==> src/rtl/burst_pkg.sv <==
package burst_pkg;

    localparam int BEAT_W = 2;

    typedef enum logic [0:0] {
        ST_IDLE  = 1'b0,
        ST_BURST = 1'b1
    } burst_state_t;

    function automatic logic [BEAT_W-1:0] order_low(
        input logic [BEAT_W-1:0] base,
        input logic [BEAT_W-1:0] beat,
        input logic              ilv
    );
        if (ilv) begin
            return base ^ beat;
        end
        return base + beat;
    endfunction

endpackage

==> src/rtl/burst_seq_fsm.sv <==
module burst_seq_fsm
    import burst_pkg::*;
(
    input  logic              clk,
    input  logic              rst_n,
    input  logic              start,
    input  logic              adv,
    output burst_state_t      state,
    output logic [BEAT_W-1:0] beat
);

    burst_state_t      state_d;
    logic [BEAT_W-1:0] beat_d;

    // Transitions: START, RESTART, STEP, HOLD
    always_comb begin
        state_d = state;
        beat_d  = beat;
        unique case (state)
            ST_IDLE: begin
                if (start) begin
                    state_d = ST_BURST;
                    beat_d  = '0;
                end
            end
            ST_BURST: begin
                if (start) begin
                    beat_d = '0;
                end else if (adv) begin
                    beat_d = beat + 1'b1;
                end
            end
            default: begin
                state_d = ST_IDLE;
                beat_d  = '0;
            end
        endcase
    end

    always_ff @(posedge clk or negedge rst_n) begin
        if (!rst_n) begin
            state <= ST_IDLE;
            beat  <= '0;
        end else begin
            state <= state_d;
            beat  <= beat_d;
        end
    end

    // a step moves the beat by one, wrapping past 3
    a_r3_beat_step: assert property (@(posedge clk) disable iff (!rst_n)
        (state == ST_BURST && !start && adv) |=> (beat == $past(beat) + 1'b1));

    // hold keeps the beat
    a_r6_hold: assert property (@(posedge clk) disable iff (!rst_n)
        (!start && !adv) |=> $stable(beat));

    // a strobe wins over advance
    a_r7_restart: assert property (@(posedge clk) disable iff (!rst_n)
        start |=> (beat == '0 && state == ST_BURST));

    // advance alone never leaves IDLE
    a_r9_idle_stay: assert property (@(posedge clk) disable iff (!rst_n)
        (state == ST_IDLE && !start) |=> (state == ST_IDLE && beat == '0));

endmodule

==> src/rtl/burst_base_capture.sv <==
module burst_base_capture #(
    parameter int ADDR_W = 17
) (
    input  logic              clk,
    input  logic              rst_n,
    input  logic              load,
    input  logic [ADDR_W-1:0] addr_in,
    input  logic              ilv_in,
    output logic [ADDR_W-1:0] base_q,
    output logic              ilv_q
);

    always_ff @(posedge clk or negedge rst_n) begin
        if (!rst_n) begin
            base_q <= '0;
            ilv_q  <= 1'b0;
        end else if (load) begin
            base_q <= addr_in;
            ilv_q  <= ilv_in;
        end
    end

    // captured address and order change only on a load
    a_r10_order_kept: assert property (@(posedge clk) disable iff (!rst_n)
        !load |=> ($stable(base_q) && $stable(ilv_q)));

endmodule

==> src/rtl/burst_addr_gen.sv <==
module burst_addr_gen
    import burst_pkg::*;
#(
    parameter int ADDR_W = 17
) (
    input  logic              clk,
    input  logic              rst_n,
    input  logic              start_cpu_n,
    input  logic              start_ctl_n,
    input  logic              advance_n,
    input  logic              interleave,
    input  logic [ADDR_W-1:0] addr_in,
    output logic [ADDR_W-1:0] addr_out,
    output logic [BEAT_W-1:0] beat_idx
);

    logic              start;
    logic              adv;
    burst_state_t      state;
    logic [BEAT_W-1:0] beat;
    logic [ADDR_W-1:0] base_q;
    logic              ilv_q;

    assign start = !start_cpu_n || !start_ctl_n;
    assign adv   = !advance_n;

    burst_seq_fsm u_fsm (
        .clk   (clk),
        .rst_n (rst_n),
        .start (start),
        .adv   (adv),
        .state (state),
        .beat  (beat)
    );

    burst_base_capture #(.ADDR_W(ADDR_W)) u_cap (
        .clk     (clk),
        .rst_n   (rst_n),
        .load    (start),
        .addr_in (addr_in),
        .ilv_in  (interleave),
        .base_q  (base_q),
        .ilv_q   (ilv_q)
    );

    // Output process
    always_comb begin
        beat_idx = beat;
        unique case (state)
            ST_IDLE:  addr_out = '0;
            ST_BURST: addr_out = {base_q[ADDR_W-1:BEAT_W],
                                  order_low(base_q[BEAT_W-1:0], beat, ilv_q)};
            default:  addr_out = '0;
        endcase
    end

    // a strobe makes the next address the sampled one
    a_r2_load: assert property (@(posedge clk) disable iff (!rst_n)
        start |=> (addr_out == $past(addr_in) && beat_idx == '0));

    // linear step adds one to the low bits
    a_r3_linear: assert property (@(posedge clk) disable iff (!rst_n)
        (state == ST_BURST && !start && adv && !ilv_q)
        |=> (addr_out[BEAT_W-1:0] == $past(addr_out[BEAT_W-1:0]) + 1'b1));

    // interleaved step flips the low bits as the beat flips
    a_r4_interleave: assert property (@(posedge clk) disable iff (!rst_n)
        (state == ST_BURST && !start && adv && ilv_q)
        |=> ((addr_out[BEAT_W-1:0] ^ $past(addr_out[BEAT_W-1:0]))
             == (beat_idx ^ $past(beat_idx))));

    // upper bits fixed without a strobe
    a_r5_upper: assert property (@(posedge clk) disable iff (!rst_n)
        (!start && state == ST_BURST)
        |=> (addr_out[ADDR_W-1:BEAT_W] == $past(addr_out[ADDR_W-1:BEAT_W])));

    // no address before the first strobe
    a_r1_idle_zero: assert property (@(posedge clk) disable iff (!rst_n)
        (state == ST_IDLE) |-> (addr_out == '0 && beat_idx == '0));

endmodule

==> config.mk <==
export PLATFORM = sky130hd
export DESIGN_NAME = burst_addr_gen
export DESIGN_NICKNAME = d
export VERILOG_FILES = /design/src/rtl/burst_pkg.sv /design/src/rtl/burst_seq_fsm.sv /design/src/rtl/burst_base_capture.sv /design/src/rtl/burst_addr_gen.sv
export SDC_FILE = /design/constraint.sdc
export NUM_CORES = 1
export LEC_CHECK = 0
export BUFFER_PORTS_ARGS = -buffer_cell sky130_fd_sc_hd__buf_2
export CORE_UTILIZATION = 50
export DETAILED_ROUTE_END_ITERATION = 12
export PLACE_DENSITY_LB_ADDON = 0.05
export SYNTH_ARGS = -nofsm -noshare
export SYNTH_HDL_FRONTEND = slang
export SYNTH_SLANG_ARGS = --single-unit
==> constraint.sdc <==
create_clock -name clk -period 3.9 [get_ports clk]
set_clock_uncertainty 0.2 [all_clocks]
set_input_delay 1.17 -clock clk [delete_from_list [all_inputs] [get_ports clk]]
set_output_delay 1.17 -clock clk [all_outputs]
set_load 0.02 [all_outputs]
### Word level (Yosys, flattened, before mapping)

Index checks and enable logic that the tools add are counted.
Widths: inputs -> output; s select.

* $add $sub $neg: 2
* eq/ne operators: 2
* mux-type cells: 11
* bitwise gates (word level): 2
* reduce and logical (&&, ||, !) cells: 4

Operators with widths (count)
* $pmux 17 s2: 1
* $mux 2: 5
* $mux 1: 4
* $pmux 2 s2: 1
* $ne 3x3->1 const B: 1
* $add 2x1->2 const B: 1
* $add 2x2->2: 1
* $logic_not 1->1: 2
* $ne 2x2->1 const B: 1
* $reduce_and 2->1: 1
* $xor 2x2->2: 1
* $logic_or 1x1->1: 1
* $not 1->1: 1

* flip-flop bits (word level): 21
* output and inout bits: 19
* logic and storage cells: 25

### Depth between registers and ports, before layout

Gate-level depths: netlist of run 1.

* depth after elaboration: 4
* mapped depth: 4
* gate-level depth less buffers: 4

### Hierarchy

A second synthesis of run 1 with hierarchy kept.

* cells, all modules: 73
* area total of the unflattened synthesis: 1023.5 sq um

By module, submodules not included
* burst_base_capture: times used 1, cells each 38, area an instance 721.9 sq um, seq. area each 450.4 sq um
* burst_addr_gen: times used 1, cells each 24, area an instance 162.7 sq um, seq. area each 0.0 sq um
* burst_seq_fsm: times used 1, cells each 11, area an instance 138.9 sq um, seq. area each 75.1 sq um

### Worst setup path after synthesis of run 1

No wires, ideal clock.

* kind: register to output
* start point: register u_fsm.beat[0]
* end point: output port addr_out[1]
* arrival: 1158 ps
* required time: 2530 ps
* setup slack: 1372 ps
* stages on the path, launching flop included: 5
* path buffers: 0
* path through: dfrtp_1 > ha_1 > nor2b_1 > xnor2_1 > and2_1

* word-level cells in the longest chain between the ends: 3

RTL lines
* start, declared: line burst_seq_fsm.sv:9 `output logic [BEAT_W-1:0] beat`
* start signal, assigned: line burst_seq_fsm.sv:46 `beat <= beat_d;`
* $add 2x2->2: line burst_pkg.sv:18 `return base + beat;`
* $mux 2: line burst_pkg.sv:18
* $pmux 17 s2: line burst_addr_gen.sv:49 `unique case (state)`
* end, declared: line burst_addr_gen.sv:13 `output logic [ADDR_W-1:0] addr_out,`

Every way passes these cells.

### Worst setup path after layout of run 1

Same ends and word-level chain as after synthesis.

==> impl_results.md, run 1 <==
- Largest family of logic cells by synthesized area: multiplexers
- CP max FO: 4
- First-pass GRT wire length: 2580 um
- Worst slew pin tran: 0.629 ns
- Pwr/cell area: 359 mW/mm^2
- Slew HR: 0.579
- Mux contribution to synthesized area: 0.262
- LEAKAGE: 0.650 nW
- Drt pass-1 iters: 1
- Hold Startpoint: u_cap.base_q[10]
- CP Launch Type: flop
- Sum of negative setup slack: 0 ns
- Post-Syn Nets: 96
- Post-Syn Area: 0.00102 mm^2
- CTS Root Cell: clkbuf_4
- Worst Hold Depth: 1
- Row cnt: 15
- Pin count of the biggest net entering global routing: 22
- Final Max Tran Viols: 0
- Initial antenna violation count: 0
- Clock latency on the worst-skew pair: around 0.30 ns
- Post-Synthesis Mean Instance Area: 14.1 um^2
- Post-CTS Resized: 0
- Routed wire length: approximately 1700 um
- Diodes inserted: 0
- Vias: 632
- WL/cell: 12.1 um
- Final #Nets: ~140
- Core area: between 0.0015 and 0.002 mm^2
- Max Freq: 0.352 GHz
- DR DRC count: 0
- Syn Inst Count: 72
- Total Routing Usage GR: 0.171
- CTS buffer count: 3
- Synthesized flop and latch total: 21
- I/O pin count: 42
- PortBufs: 41
- Hold Path End: u_cap.base_q[10]
- Die height: 47.1 um
- Hold Buf Count CTS: 0
- Worst reg-to-reg path cell count: 3
- Htree depth: 1
- Initial core utilization: 0.559
- # Post-CTS Setup Buffers: 0
- Die X: 47.1 um
- Fraction of layout cells with a size suffix above 1: 0.566
- Clock sink count: 21
- Commonest non-fill, non-tap cells in the layout: buf_2 (41), dfrtp_1 (21), and2_1 (17), mux2_4 (17)
- RR Endpoint: u_fsm.beat[0]
- Worst reg-to-reg setup slack: around 2.5 ns
- Hold Path Class: reg -> reg
- Minimum clock period: 2.84 ns
- VDD IR max: 0.208 mV
- Setup ws final: 1.06 ns
- WS Path Type: reg -> out
- RSZ-0062 raised after global routing: no
- Area delta synth->final: 22.8%
- Simple-Gate Fraction of Synth Area: 0.144
- Sequential element share of the synthesized area: 0.517
- Setup Viol. Count Final: 0
- Total of max-cap violations: 0
- Fin crit share: 0.728
- Crit path DAT: 1.47 ns
- CTS tree: done
- Most common cell after layout, fill and taps aside: buf_2
- Setup slack at placement: between 1 and 1.5 ns
- RR Startpoint: u_fsm.state
- Post-DR vias/cell: roughly 4.6
- Yosys cell types: 15
- Fin. Hold Viols: 0
- 1st-iter DRT viols: 0
- Xor/xnor share of the synthesized area: 0.0344
- CTS clock-pin slew for the worst setup and hold paths: 0.11 ns
- Longest Clk Path Bufs: 2
- GP Congestion: 0.720
- Synth Area in Adders: 0.0123
- Crit. Startpoint: u_fsm.beat[0]
- CP Capture Type: primary output
- Vias in the first global route: 589
- Synth warn: 0
- Status: complete, no violations
- Remaining antenna violation count: 0
- Worst EP required: 2.53 ns
- Die area: 0.00222 mm^2
- Grt ovf: 0
- Compound-cell area share of the yosys netlist: 0
==> worst max-delay path, stage by stage (launching register included) <==
cell,delay (ns)
dfrtp_1,0.43
ha_1,0.20
nor2b_1,0.13
xnor2_1,0.11
and2_1,0.15
buf_2,0.15
==> routing by layer <==
layer  routed length (um)  track usage
met1                  822        0.236
met2                  721        0.244
met3                  102       0.0423
met4                   22        0.103
met5                    0            0
==> registers in the layout, indices dropped and copies added, names as in the netlist <==
signal        flops
u_fsm.state       1
u_cap.ilv_q       1
u_fsm.beat        2
u_cap.base_q     17
==> cell usage after synthesis, drive strengths merged <==
cell	n	area [um^2]
ha	1	12.5
xor2	1	8.76
nand3b	1	7.51
nor2	2	7.51
nor2b	2	12.5
dfrtp	21	526
and2	17	106
xnor2	3	26.3
or2	1	6.26
nand2	1	6.26
clkbuf	1	3.75
mux2	18	267
buf	3	27.5
==> per-stage QoR <==
stage	util	hold slack, ns	power [W]	std cells	area, um^2
floorplan	-	0.273	0.000316	72	1020
finish	0.686	0.317	0.000448	138	1250
global placement	0.671	0.282	0.000349	134	1220
global route	0.686	0.334	0.000473	138	1250
CTS	0.686	0.322	0.000455	138	1250
detailed placement	0.671	0.290	0.000350	134	1220
==> worst max-delay path by stage <==
| stage | endpoint | slack [ns] | cells past startpoint |
|---|---|---|---|
| after global placement | addr_out[1] | 1.41 | 5 |
| after global routing | addr_out[1] | 0.94 | 5 |
| after CTS | addr_out[1] | 1.04 | 5 |
| after detailed placement | addr_out[1] | 1.39 | 5 |
| after floorplan | addr_out[1] | 1.37 | 4 |
| final | addr_out[1] | 1.06 | 5 |
==> logic make-up after synthesis <==
| logic type | Yosys count |
|---|---|
| AND/OR/NAND/NOR | 24 |
| XOR/XNOR | 4 |
| multiplexers | 18 |
| adder cells (fa/ha/maj) | 1 |
| buffers and inverters | 4 |
| flip-flops | 21 |
==> report_power, final <==
group | switching [W] | internal, W | total [W]
registers | 0.00000883 | 0.000234 | 0.000243
logic | 0.0000484 | 0.0000539 | 0.000102
clock network | 0.0000630 | 0.0000398 | 0.000103
total | 0.000120 | 0.000328 | 0.000448
==> cell type report <==
type / count / area [um^2]
Sequential cell: 21 / 526
Multi-Input combinational cell: 47 / 460
Clock buffer: 4 / 26.3
Timing Repair Buffer: 41 / 205
Fill cell: 145 / 572
Tap cell: 25 / 31.3
Note: power is estimated with default switching activity, not from simulation.
==> run 2: changes to the inputs <==
--- a/config.mk
+++ b/config.mk
@@ -5,8 +5,9 @@
 export SDC_FILE = /design/constraint.sdc
 export NUM_CORES = 1
 export LEC_CHECK = 0
+export ABC_AREA = 1
 export BUFFER_PORTS_ARGS = -buffer_cell sky130_fd_sc_hd__buf_2
-export CORE_UTILIZATION = 50
+export CORE_UTILIZATION = 42
 export DETAILED_ROUTE_END_ITERATION = 12
 export PLACE_DENSITY_LB_ADDON = 0.05
 export SYNTH_ARGS = -nofsm -noshare
==> constraint.sdc (replaced) <==
create_clock -name clk -period 2.34 [get_ports clk]
set_clock_uncertainty 0.2 [all_clocks]
set_input_delay 0.702 -clock clk [delete_from_list [all_inputs] [get_ports clk]]
set_output_delay 0.702 -clock clk [all_outputs]
set_load 0.02 [all_outputs]
==> run 2 against run 1 <==
Compared with the run above: register-to-register slack got worse by 1.4 ns; combinational power increased by 53%; setup slack got worse by 0.96 ns; count of clock-buffer cells in the layout decreased by 1; routed wire length increased by 16%; largest power group unchanged.
==> impl_results.md, run 2 <==
- Most flop-heavy register: u_cap.base_q
- Vias: 876
- Largest register FFs: 17
- Pin count of the biggest net entering global routing: 24
- Gr busiest metal: met2
- WL/cell: 9.59 um
- Diodes inserted: 0
- Remaining antenna violation count: 0
- Initial antenna violation count: 0
- Post-Synthesis Mean Instance Area: 7.69 um^2
- Hold Buf Count CTS: 0
- Synth area leader: dfrtp_1
- Crit path DAT: roughly 1.3 ns
- Status: complete, no violations
- Top flop regs: u_cap.base_q x17, u_fsm.beat x2
- First-pass GRT wire length: 3330 um
- Sum of negative setup slack: 0 ns
- Met1 usage: 0.210
- Die X: 51.3 um
- 1st-iter DRT viols: 11
- Drt pass-1 iters: 4
- VDD IR max: 0.360 mV
- Final Max Tran Viols: 0
- Post-Syn Area: about 0.001 mm^2
- CP max FO: 5
- Die height: 51.3 um
- Syn Inst Count: 133
- Setup Viol. Count Final: 0
- PortBufs: 41
- RSZ-0062 raised after global routing: no
- Area delta synth->final: 22.6%
- CP Capture Type: primary output
- Worst slew pin tran: 0.466 ns
- LEAKAGE: 0.810 nW
- Htree depth: 1
- Initial core utilization: 0.453
- Total Routing Usage GR: 0.173
- Most used DFF post-synth: dfrtp_1
- Fraction of layout cells with a size suffix above 1: 0.316
- Synthesized flop and latch total: 21
- Post-Syn Nets: 157
- Most common cell after layout, fill and taps aside: nand2_1
- CTS buffer count: 3
- Die area: 0.00264 mm^2
- Post-synth EDFFs: 0
- Final #Nets: 199
- Top cells by count, synth: nand2_1 (69), dfrtp_1 (21), inv_1 (20)
- I/O pin count: 42
- Slew HR: 0.689
- Setup ws final: 0.103 ns
- FFs w/ async S/R, synth: 1.00
- Synth warn: 0
- Vias in the first global route: 810
- Commonest non-fill, non-tap cells in the layout: nand2_1 (69), buf_2 (40), inv_1 (20)
- Met2 Usage GRT: 0.294
- # fillers: 228
- CTS clock-pin slew for the worst setup and hold paths: 0.12 ns
- Sequential element share of the synthesized area: 0.514
- CTS tree: done
- CTS Root Cell: clkbuf_4
- Grt ovf: 0
- Worst EP required: 1.44 ns
- Top-area cell type share of the netlist area: 0.514
- Yosys cell types: 17
- Core area: 0.00225 mm^2
- WS Path Type: reg -> out
- Routed wire length: 1940 um
- Post-Layout Cell Count: ~200
- CP Launch Type: flop
- Longest Clk Path Bufs: 2
- Row cnt: 17
- Placed Instances: 197
- Post-DR vias/cell: 4.34
- Fin. Hold Viols: 0
- Pwr/cell area: 583 mW/mm^2
- Minimum clock period: 2.24 ns
- Clock latency on the worst-skew pair: slightly below 0.3 ns
- Most common cell in the netlist: nand2_1
- GRT met3 Usage: 0.0387
- Clock sink count: 21
- Fin crit share: 0.956
- Util after Layout: 0.556
- GP Congestion: approximately 0.75
- Overall Power: between 0.0007 and 0.0008 W
- Synth area leaders: dfrtp_1 (51%), nand2_1 (25%), inv_1 (7.3%)
- Setup slack at placement: 0.328 ns
- Max Freq: 0.447 GHz
- Total of max-cap violations: 0
- Placed wire-length estimate: 1330 um
- DR DRC count: 0
- Hold Path Class: in -> async
run 2: kinds of logic (layout without fill, tap and decap cells):
logic type               after synthesis  in the layout  synth area share
AND/OR/NAND/NOR                       81             81             0.322
buffers and inverters                 26             67             0.132
flip-flops                            21             21             0.514
AO/OA/AOI/OAI                          4              4            0.0196
adder cells (fa/ha/maj)                1              1            0.0122
run 2: cell type report:
type	count	area, um^2	area share
clock buffers	3	22.5	0.0180
clock inverters	1	5.00	0.00399
inverters	21	83.8	0.0669
multi-input cells	86	364	0.290
flip-flops and latches	21	528	0.421
well taps	28	35.0	0.0279
repair buffers	42	215	0.172
run 2: routing by layer:
metal,up-vias,share of wire
li1,468,-
met3,2,0.053
met1,381,0.47
met4,0,0.0067
met2,25,0.47
met5,-,0
run 2: final timing paths:
kind	start	end	slack [ns]	depth (start not counted)
max	u_fsm.beat[0]	addr_out[1]	0.10	6
min	rst_n	u_cap.ilv_q	0.14	1
max reg2reg	u_fsm.state	u_fsm.beat[1]	1.11	4
min reg2reg	u_cap.base_q[2]	u_cap.base_q[2]	0.28	2
max in group asynchronous	rst_n	u_fsm.state	1.46	1
min in group clk	u_cap.base_q[2]	u_cap.base_q[2]	0.28	2
run 2: worst max-delay path, cell delays in order, from the launching register on:
cell and delay [ns]:
dfrtp_2 0.46, ha_2 0.19, nand2_1 0.08, nand3_1 0.08
nand2_1 0.06, nor2_1 0.04, buf_4 0.15
run 2: repair_timing:
action / 4_1_cts / 5_1_grt
setup endpoints to repair: 3 / 1
gates resized for setup: 1 / 3
buffers inserted: 0 / 1
endpoints found under the hold margin: 0 / 0
run 2: metrics by stage:
| step | area, um^2 | hold slack [ns] |
|---|---|---|
| floorplan | 1020 | 0.206 |
| global placement | 1210 | 0.253 |
| detailed placement | 1210 | 0.258 |
| CTS | 1240 | 0.141 |
| global route | 1250 | 0.138 |
| finish | 1250 | 0.137 |
run 2: report_power, final:
part	total [W]	switching, W	internal (W)
clock network	0.000170	0.000106	0.0000636
registers	0.000405	0.0000156	0.000390
logic	0.000156	0.0000974	0.0000590
total	0.000731	0.000219	0.000512
==> run 3: changes to the inputs <==
--- a/config.mk
+++ b/config.mk
@@ -12,4 +12,5 @@
 export PLACE_DENSITY_LB_ADDON = 0.05
 export SYNTH_ARGS = -nofsm -noshare
 export SYNTH_HDL_FRONTEND = slang
+export SYNTH_HIERARCHICAL = 1
 export SYNTH_SLANG_ARGS = --single-unit
==> run 3 against run 2 <==
Compared with the run above: via count grew 3.4%; sequential share of layout area shrank 1.3 points; combinational power grew 4%; sequential power is essentially flat; area after synthesis grew 2.3%; design area grew 2.9%; global-route usage grew 0.49 points; sequential cell count is the same; worst hold slack gained 0.0018 ns; clock power is essentially flat; utilization grew 1.1 points.
==> impl_results.md, run 3 <==
- Drt pass-1 iters: 4
- Hold Path Class: in -> async
- Synth area leaders: dfrtp_1 (50%), nand2_1 (26%), inv_1 (7.9%)
- CTS clock-pin slew for the worst setup and hold paths: 0.11 ns
- Compound-cell area share of the yosys netlist: 0.00957
- Clock latency on the worst-skew pair: just under 0.3 ns
- Synth warn: 6
- Sequential element share of the synthesized area: 0.502
- Critical path's top delay family: flip-flops
- 1st-iter DRT viols: 8
- Row cnt: 17
- Top cells by count, synth: nand2_1 (72), inv_1 (22), dfrtp_1 (21)
- Most common cell in the netlist: nand2_1
- Final Max Tran Viols: 0
- Remaining antenna violation count: 0
- FFs w/ async S/R, synth: 1.00
- Routed wire length: 2010 um
- Synth area leader: dfrtp_1
- Util after Layout: 0.567
- Overall Power: approximately 0.00074 W
- Yosys cell types: 14
- CTS buffer count: 3
- Placed wire-length estimate: 1430 um
- Slew HR: 0.668
- Post-synth EDFFs: 0
- Most flop-heavy register: u_cap/base_q
- Crit path buffers/inverters: 1
- Top flop regs: u_cap/base_q x17, u_fsm/beat x2
- CP Launch Type: flop
- Total of max-cap violations: 0
- Top-area cell type share of the netlist area: 0.502
- Most common cell after layout, fill and taps aside: nand2_1
- Diodes inserted: 0
- CP max FO: 4
- Clock sink count: 21
- CTS Root Cell: clkbuf_4
- I/O pin count: 42
- First-pass GRT wire length: 3460 um
- Pwr/cell area: 573 mW/mm^2
- Mux contribution to synthesized area: 0
- Syn Inst Count: around 140
- Die area: 0.00269 mm^2
- Total Routing Usage GR: 0.178
- Htree depth: 1
- Commonest non-fill, non-tap cells in the layout: nand2_1 (71), buf_2 (40), inv_1 (22)
- Vias in the first global route: 861
- WP depth: 6
- DR DRC count: 0
- Xor/xnor share of the synthesized area: 0
- Area delta synth->final: 23.3%
- WL/cell: 9.67 um
- Post-DR vias/cell: between 4 and 5
- CTS tree: done
- Pin count of the biggest net entering global routing: 22
- Initial core utilization: 0.460
- Die X: 51.9 um
- Synth Area in Adders: 0.0120
- Fin crit share: 0.960
- PortBufs: 41
- Largest family of logic cells by synthesized area: simple AND/OR/NAND/NOR gates
- WS Path Type: reg -> out
- Worst slew pin tran: roughly 0.50 ns
- GP Congestion: about 0.72
- Grt ovf: 0
- CP Capture Type: primary output
- Max stage delay on crit path: 0.42 ns
- Longest Clk Path Bufs: 2
- Synthesized flop and latch total: 21
- Post-Syn Area: 0.00105 mm^2
- Minimum clock period: 2.25 ns
- # fillers: ~240
- Post-Syn Nets: 161
- Most used DFF post-synth: dfrtp_1
- Largest register FFs: 17
- Worst EP required: 1.44 ns
- Crit path DAT: 1.34 ns
- Fin. Hold Viols: 0
- Worst path slowest cell: dfrtp_1
- Fraction of layout cells with a size suffix above 1: 0.339
- Vias: 906
- Setup Viol. Count Final: 0
- Post-Synthesis Mean Instance Area: 7.64 um^2
- Core area: 0.00228 mm^2
- Initial antenna violation count: 0
- Worst reg-to-reg path cell count: 4
- VDD IR max: 0.303 mV
- Simple-Gate Fraction of Synth Area: 0.329
- Status: complete, no violations
- Crit path cell chain: ha_2, nand2_2, nand3_2, nand2_1, nor2_1, buf_4
- Die height: 51.9 um
- Final #Nets: 205
- LEAKAGE: 0.843 nW
- Max Freq: 0.445 GHz
-- run 3: cell count changes after synthesis, sizes merged --
cell / delta
nor2: +1
nand2: +4
o21ai: -2
inv: +2
nand4: -1
-- run 3: metal layers --
layer / GRT usage / vias to the layer above / share of wire
li1: - / 475 / -
met1: 0.194 / 403 / 0.44
met2: 0.321 / 26 / 0.50
met3: 0.0409 / 2 / 0.050
met4: 0.0811 / 0 / 0.0085
met5: 0 / - / 0
-- run 3: logic make-up (layout without fill, tap and decap cells) --
family | Yosys count | after routing
adders and majority gates | 1 | 1
buffers and inverters | 28 | 71
DFF | 21 | 21
and+or+nand+nor | 85 | 85
AOI/OAI and AO/OA | 2 | 2
-- run 3: layout make-up --
type	instances	area (um^2)	area share
Clock buffer	3	22.5	0.0175
Clock inverter	1	5.00	0.00388
Sequential cell	21	527	0.408
Multi-Input combinational cell	88	377	0.292
Inverter	23	93.8	0.0727
Timing Repair Buffer	44	230	0.178
Tap cell	28	35.0	0.0272
-- run 3: what timing repair did --
| action | CTS | global route |
|---|---|---|
| hold buffers | 0 | 0 |
| setup buffers | 0 | 2 |
| resized for setup | 1 | 4 |
| pin swaps | 0 | 2 |
| setup endpoints to repair | 3 | 1 |
-- run 3: final timing paths --
path,startpoint,to,slack [ns]
max in group asynchronous,rst_n,u_fsm/state,1.46
worst min-delay path,rst_n,u_cap/base_q[1],0.14
worst max register to register,u_fsm/state,u_fsm/beat[1],1.13
worst min register to register,u_cap/base_q[3],u_cap/base_q[3],0.28
min in group clk,u_cap/base_q[3],u_cap/base_q[3],0.28
worst max-delay path,u_fsm/beat[0],addr_out[1],0.09
-- run 3: where the power goes --
group / internal (W) / switching, W
Combinational: 0.0000631 / 0.0000987
Clock: 0.0000636 / 0.000107
Sequential: 0.000390 / 0.0000168
-- run 3: stage by stage --
stage               setup WS [ns]  setup TNS (ns)  hold slack [ns]  instances  area (um^2)
floorplan                   0.320               0            0.206        137         1050
global placement            0.336               0            0.254        202         1230
detailed placement          0.284               0            0.259        202         1230
CTS                        0.0521               0            0.142        206         1260
global route              -0.0334         -0.0334            0.149        208         1290
finish                     0.0937               0            0.139        208         1290
